`src/rtl/dma_desc_pkg.sv`:
```
package dma_desc_pkg;

    localparam int unsigned DEF_ADDR_W = 6;
    localparam int unsigned DEF_DATA_W = 32;

    typedef enum logic [1:0] {
        OWN_NONE = 2'd0,
        OWN_ENG  = 2'd1,
        OWN_PB   = 2'd2
    } owner_e;

    typedef struct packed {
        logic   valid;
        owner_e owner;
    } rsp_tag_t;

    function automatic owner_e pick_owner(input logic eng_req, input logic pb_req);
        if (eng_req)
            return OWN_ENG;
        else if (pb_req)
            return OWN_PB;
        return OWN_NONE;
    endfunction

endpackage

```
`src/rtl/dma_desc_arb.sv`:
```
module dma_desc_arb
    import dma_desc_pkg::*;
(
    input  logic   eng_req,
    input  logic   pb_req,
    output owner_e owner,
    output logic   pb_wait
);
    always_comb begin
        owner   = pick_owner(eng_req, pb_req);
        pb_wait = pb_req && (owner != OWN_PB);
    end
endmodule

```
`src/rtl/dma_desc_ram.sv`:
```
module dma_desc_ram #(
    parameter int unsigned ADDR_W = 6,
    parameter int unsigned DATA_W = 32
) (
    input  logic              clk,
    input  logic              en,
    input  logic              we,
    input  logic [ADDR_W-1:0] addr,
    input  logic [DATA_W-1:0] wdata,
    input  logic [DATA_W/8-1:0] be,
    output logic [DATA_W-1:0] q
);
    localparam int unsigned DEPTH = 1 << ADDR_W;
    localparam int unsigned LANES = DATA_W / 8;

    logic [DATA_W-1:0] mem [DEPTH];

    always_ff @(posedge clk) begin
        if (en) begin
            if (we) begin
                for (int k = 0; k < LANES; k++) begin
                    if (be[k])
                        mem[addr][k*8 +: 8] <= wdata[k*8 +: 8];
                end
            end else begin
                q <= mem[addr];
            end
        end
    end
endmodule

```
`src/rtl/dma_desc_rsp.sv`:
```
module dma_desc_rsp
    import dma_desc_pkg::*;
#(
    parameter int unsigned DATA_W = 32
) (
    input  logic              clk,
    input  logic              rst,
    input  owner_e            owner,
    input  logic              rd_now,
    input  logic [DATA_W-1:0] ram_q,
    output logic              eng_rvalid,
    output logic [DATA_W-1:0] eng_rdata,
    output logic              pb_rvalid,
    output logic [DATA_W-1:0] pb_rdata
);
    rsp_tag_t tag_q;

    always_ff @(posedge clk) begin
        if (rst) begin
            tag_q <= '{valid: 1'b0, owner: OWN_NONE};
        end else begin
            tag_q.valid <= rd_now && (owner != OWN_NONE);
            tag_q.owner <= owner;
        end
    end

    localparam int unsigned NPORT = 2;
    logic [NPORT-1:0]  vld;
    logic [DATA_W-1:0] dat [NPORT];

    for (genvar p = 0; p < NPORT; p++) begin : g_port
        localparam owner_e MINE = (p == 0) ? OWN_ENG : OWN_PB;
        assign vld[p] = tag_q.valid && (tag_q.owner == MINE);
        assign dat[p] = vld[p] ? ram_q : '0;
    end

    assign eng_rvalid = vld[0];
    assign eng_rdata  = dat[0];
    assign pb_rvalid  = vld[1];
    assign pb_rdata   = dat[1];
endmodule

```
`src/rtl/dma_desc_mem_ctl.sv`:
```
module dma_desc_mem_ctl
    import dma_desc_pkg::*;
#(
    parameter int unsigned ADDR_W = DEF_ADDR_W,
    parameter int unsigned DATA_W = DEF_DATA_W
) (
    input  logic                clk,
    input  logic                rst,
    input  logic                eng_req,
    input  logic                eng_we,
    input  logic [ADDR_W-1:0]   eng_addr,
    input  logic [DATA_W-1:0]   eng_wdata,
    input  logic [DATA_W/8-1:0] eng_be,
    output logic                eng_rvalid,
    output logic [DATA_W-1:0]   eng_rdata,
    input  logic                pb_req,
    input  logic                pb_we,
    input  logic [ADDR_W-1:0]   pb_addr,
    input  logic [DATA_W-1:0]   pb_wdata,
    input  logic [DATA_W/8-1:0] pb_be,
    output logic                pb_wait,
    output logic                pb_rvalid,
    output logic [DATA_W-1:0]   pb_rdata
);
    localparam int unsigned BE_W = DATA_W / 8;

    owner_e             owner;
    logic               ram_en;
    logic               ram_we;
    logic [ADDR_W-1:0]  ram_addr;
    logic [DATA_W-1:0]  ram_wdata;
    logic [BE_W-1:0]    ram_be;
    logic [DATA_W-1:0]  ram_q;

    dma_desc_arb u_arb (
        .eng_req (eng_req),
        .pb_req  (pb_req),
        .owner   (owner),
        .pb_wait (pb_wait)
    );

    always_comb begin
        ram_en    = (owner != OWN_NONE);
        ram_we    = 1'b0;
        ram_addr  = '0;
        ram_wdata = '0;
        ram_be    = '0;
        unique case (owner)
            OWN_ENG: begin
                ram_we    = eng_we;
                ram_addr  = eng_addr;
                ram_wdata = eng_wdata;
                ram_be    = eng_be;
            end
            OWN_PB: begin
                ram_we    = pb_we;
                ram_addr  = pb_addr;
                ram_wdata = pb_wdata;
                ram_be    = pb_be;
            end
            default: ;
        endcase
    end

    dma_desc_ram #(.ADDR_W(ADDR_W), .DATA_W(DATA_W)) u_ram (
        .clk   (clk),
        .en    (ram_en),
        .we    (ram_we),
        .addr  (ram_addr),
        .wdata (ram_wdata),
        .be    (ram_be),
        .q     (ram_q)
    );

    dma_desc_rsp #(.DATA_W(DATA_W)) u_rsp (
        .clk        (clk),
        .rst        (rst),
        .owner      (owner),
        .rd_now     (!ram_we),
        .ram_q      (ram_q),
        .eng_rvalid (eng_rvalid),
        .eng_rdata  (eng_rdata),
        .pb_rvalid  (pb_rvalid),
        .pb_rdata   (pb_rdata)
    );
endmodule

```
`config.mk`:
```
export PLATFORM = sky130hd
export DESIGN_NAME = dma_desc_mem_ctl
export DESIGN_NICKNAME = d
export VERILOG_FILES = /design/src/rtl/dma_desc_pkg.sv /design/src/rtl/dma_desc_arb.sv /design/src/rtl/dma_desc_ram.sv /design/src/rtl/dma_desc_rsp.sv /design/src/rtl/dma_desc_mem_ctl.sv
export SDC_FILE = /design/constraint.sdc
export NUM_CORES = 2
export LEC_CHECK = 0
export BUFFER_PORTS_ARGS = -buffer_cell sky130_fd_sc_hd__buf_2
export CAP_MARGIN = 5
export CORE_ASPECT_RATIO = 0.9
export CORE_UTILIZATION = 32
export CTS_CLUSTER_DIAMETER = 150
export DETAILED_ROUTE_END_ITERATION = 8
export PLACE_DENSITY = 0.58
export SYNTH_ARGS = -nofsm -noshare
export SYNTH_HDL_FRONTEND = slang
export SYNTH_SLANG_ARGS = --single-unit
```
`constraint.sdc`:
```
create_clock -name clk -period 3.4 [get_ports clk]
set_input_delay 0.34 -clock clk [delete_from_list [all_inputs] [get_ports clk]]
set_output_delay 0.34 -clock clk [all_outputs]
set_load 0.02 [all_outputs]
```
==> metrics.log <==
INFO  metric outcome = finished clean
INFO  metric remaining_drc_errors = 0
INFO  metric grt_util_all_layers = 0.176
INFO  metric post_route_cells_drive_above_1_share = 0.197
INFO  metric crit_path_cell_trace = dlygate4sd3_1 > buf_2 > and3b_1 > or2_4 > buf_12 > buf_4 > mux2i_1 > o22ai_1 > o21ai_1 > nand4_1 > or4_1
INFO  metric critical_path_peak_fanout = 16
INFO  metric max_cap_violations = 0
INFO  metric holdCritPathClass = input port to register
INFO  metric combPwrFrac = 0.074
INFO  metric cp_data_arrival_time = 3.76 ns
INFO  metric worst_ir_drop_vdd = 0.423 mV
INFO  metric nNetsFinal = 5,666
INFO  metric cellPowerDensity = 559 mW/mm^2
INFO  metric power.share.clock = 0.389
INFO  metric antenna_viol_nets_final = 0
INFO  metric synth_seq_cells = 2,083
INFO  metric fin_setup_tns = 0 ns
INFO  metric synthCells = 4,906
INFO  metric tritoncts.num_buffers = 196
INFO  metric final_hold_viol_count = 0
INFO  metric finalWorstPathRequiredPeriod = 3.21 ns
INFO  metric cts_tree = done
INFO  metric hold_start = eng_req
INFO  metric grt_overflow = 0
INFO  metric static_leakage = 30.7 nW
INFO  metric grt_antenna_before_repair = 16
INFO  metric maximum_number_of_pins_on_one_net_before_global_route_repair = 65
INFO  metric die_width = 530 microns
INFO  metric placement.io_buffers = 156
INFO  metric design.portCount = 157
INFO  metric share_of_the_clock_period_used_by_the_worst_path = 0.945
INFO  metric clock_path_buffers = 3
INFO  metric totalPowerFinal = 53.5 mW
INFO  metric worst_path_max_delay_cell = sky130_fd_sc_hd__dlygate4sd3_1
INFO  metric detail_route.wl_per_cell = 25.1 microns
INFO  metric length_of_the_first_detailed_routing_pass_in_iterations = 6
INFO  metric timing.final.max_slew_violations = 0
INFO  metric ys_seq_area_frac = 0.780
INFO  metric synth_enable_flop_cells = 2,080
INFO  metric ys_types = 52
INFO  metric detail_route.wirelength = 227,000 microns
INFO  metric async_flop_share = 0
INFO  metric unrepaired_setup_endpoints_after_global_routing = no
INFO  metric cts.htree.levels = 4
INFO  metric cp_startpoint = pb_req
INFO  metric seq_power_share = 0.537
INFO  metric worst_path_buf_inv = 4
INFO  metric detailedRoute.firstIterationViolations = 6,100
INFO  metric start_kind = input port
INFO  metric synthToLayoutAreaGrowth = 19.4%
INFO  metric core_area = 0.248 sq mm
INFO  metric net-switching-power = 12.3 mW
INFO  metric syn_area_per_cell = 16.3 sq um
INFO  metric worst_setup_path_end_kind = register
INFO  metric clock-root-buffer = sky130_fd_sc_hd__clkbuf_16
INFO  metric dieHeight = 477 microns
INFO  metric max-slew-margin-rel = 0.184
INFO  metric critPathTopFamily = simple AND/OR/NAND/NOR gates
INFO  metric initial_utilization = 0.323
INFO  metric critPathKind = input port to register
INFO  metric multi_input_comb_area = 0.0165 sq mm
INFO  metric ys.flop_type = sky130_fd_sc_hd__edfxtp_1
INFO  metric clk_pin_slew = 0.06 ns
INFO  metric f_max = 311 MHz
INFO  metric place.gp.congestion = 0.830
INFO  metric hpwlAfterDp = 147,000 microns
INFO  metric clock_latency_late_sink = 0.82 ns
INFO  metric yosys_warnings = 0
INFO  metric finalSetupViolations = 0
INFO  metric nFillCells = 22,782
INFO  metric internal_power = 41.2 mW
INFO  metric vias_per_cell = 5.24
INFO  metric number_of_global_route_vias_before_repair = 45,772
INFO  metric clkSinkCount = 2,083
INFO  metric syn-num-nets = 4,996
INFO  metric reg2reg_from = u_ram.mem[21][1]
INFO  metric placementRows = 173
INFO  metric syn-cell-area = 0.0802 sq mm
INFO  metric design.die.area = 0.253 sq mm
INFO  metric seqCellArea = 0.0625 sq mm
INFO  metric mostFrequentLayoutCells = sky130_fd_sc_hd__edfxtp_1, sky130_fd_sc_hd__buf_4, sky130_fd_sc_hd__mux2i_1
INFO  metric critPathMaxStageDelay = 0.52 ns
INFO  metric grt_first_pass_wirelength = 326,000 microns
INFO  metric final_common_cell = sky130_fd_sc_hd__edfxtp_1
INFO  metric routed_via_count = 47,426
INFO  metric swShare = 0.231
INFO  metric critPathRequiredTime = 3.94 ns
INFO  metric clock-skew-final = 0.0554 ns
INFO  metric worst_pin_slew = 1.22 ns
[power by group through the flow]
stage / combinational, mW / sequential (mW) / clock (mW)
finish: 3.98 / 28.7 / 20.8
global route: 4.20 / 28.7 / 22.0
global placement: 3.93 / 29.2 / 0
floorplan: 1.96 / 29.2 / 0
detailed placement: 3.97 / 29.3 / 0
CTS: 3.98 / 28.7 / 21.1
[path summary, 6_finish.rpt]
kind | to | slack [ns] | cells after the start
worst max-delay path | u_ram.q[17] | 0.19 | 11
worst max register to register | u_ram.q[1] | 1.01 | 6
worst min register to register | u_ram.q[7] | 0.68 | 3
worst min-delay path | u_rsp.tag_q[1] | 0.06 | 4
[flip-flops by register name, indices dropped and copies added (netlist names)]
register and cells:
u_rsp.tag_q 3, u_ram.q 32, u_ram.mem 2048
[kinds of logic after synthesis]
logic type             Yosys count  share of synthesized area
and+or+nand+nor                846                     0.0454
muxes                          546                     0.0687
buffers and inverters          310                     0.0171
AOI/OAI and AO/OA             1121                     0.0892
DFF                           2083                      0.780
[area by class of cell]
cell class | count | share of cell area
timing repair buffer | 780 | 0.0688
inverter | 2 | 0.0000784
clock buffer | 249 | 0.0537
clock inverter | 101 | 0.00869
sequential | 2083 | 0.653
tap | 3325 | 0.0434
antenna | 1 | 0.0000261
multi-input combinational | 2513 | 0.172
[per-layer routing]
layer,GRT usage,part of all wire,vias to the layer above
met1,0.259,0.44,24288
met5,0,0.000057,-
met2,0.266,0.45,2170
met4,0.0353,0.018,2
met3,0.0358,0.092,254
li1,-,-,20712
[what timing repair did]
item / 4_1_cts / 5_1_grt
hold endpoints to repair: 9 / 0
setup endpoints to repair: 0 / 3
hold buffers: 5 / 0
resized for setup: 0 / 3
buffers inserted: 0 / 0
[synthesized netlist by cell type, types with 2 or more instances]
cell type	n	area, sq um
sky130_fd_sc_hd__nand2_1	387	1450
sky130_fd_sc_hd__or3_1	3	18.8
sky130_fd_sc_hd__o31ai_1	3	22.5
sky130_fd_sc_hd__buf_4	5	37.5
sky130_fd_sc_hd__nor2b_1	2	12.5
sky130_fd_sc_hd__dfxtp_1	3	60.1
sky130_fd_sc_hd__a221o_1	3	30.0
sky130_fd_sc_hd__and3b_1	2	17.5
sky130_fd_sc_hd__edfxtp_1	2080	62500
sky130_fd_sc_hd__nand3b_1	2	15.0
sky130_fd_sc_hd__a22oi_1	227	1700
sky130_fd_sc_hd__mux2_2	34	383
sky130_fd_sc_hd__a21oi_1	186	931
sky130_fd_sc_hd__a22o_1	44	385
sky130_fd_sc_hd__a221oi_1	9	78.8
sky130_fd_sc_hd__o32ai_1	2	17.5
sky130_fd_sc_hd__or4_1	32	240
sky130_fd_sc_hd__nor3_1	35	175
sky130_fd_sc_hd__mux2i_1	511	5110
sky130_fd_sc_hd__o221ai_1	6	52.6
sky130_fd_sc_hd__a31oi_1	65	407
sky130_fd_sc_hd__buf_6	12	135
sky130_fd_sc_hd__o22ai_1	164	1030
sky130_fd_sc_hd__o21ai_0	257	1290
sky130_fd_sc_hd__nand3_1	12	60.1
sky130_fd_sc_hd__clkbuf_1	179	672
sky130_fd_sc_hd__o311ai_0	2	17.5
sky130_fd_sc_hd__nor2_1	271	1020
sky130_fd_sc_hd__a222oi_1	37	370
sky130_fd_sc_hd__o21bai_1	50	375
sky130_fd_sc_hd__buf_1	30	113
sky130_fd_sc_hd__buf_2	82	410
sky130_fd_sc_hd__nand4_1	25	156
sky130_fd_sc_hd__o22a_1	7	61.3
sky130_fd_sc_hd__o21ai_1	25	125
sky130_fd_sc_hd__and2_1	69	432
sky130_fd_sc_hd__a211oi_1	28	210
[stage by stage]
stage / cell area, sq um / instances / util / hold slack (ns) / setup slack (ns)
4_1_cts: 95800 / 9053 / 0.386 / 0.0126 / 0.0670
6_report: 95800 / 9054 / 0.386 / 0.0591 / 0.188
2_1_floorplan: 80200 / 4906 / - / 0.407 / 0.681
5_1_grt: 95800 / 9053 / 0.386 / 0.0554 / 0.0949
3_5_place_dp: 89800 / 8698 / 0.362 / 0.532 / -0.318
3_3_place_gp: 89800 / 8698 / 0.362 / 0.527 / -0.310
[worst register-to-register path, cell delays in order (launching register included)]
cell,delay [ns]
sky130_fd_sc_hd__edfxtp_1,0.37
sky130_fd_sc_hd__mux2_2,0.27
sky130_fd_sc_hd__a222oi_1,0.45
sky130_fd_sc_hd__o221ai_1,0.39
sky130_fd_sc_hd__a221oi_1,0.40
sky130_fd_sc_hd__buf_4,0.19
sky130_fd_sc_hd__nand3_1,0.06
Power figures use the tool's default switching activity.
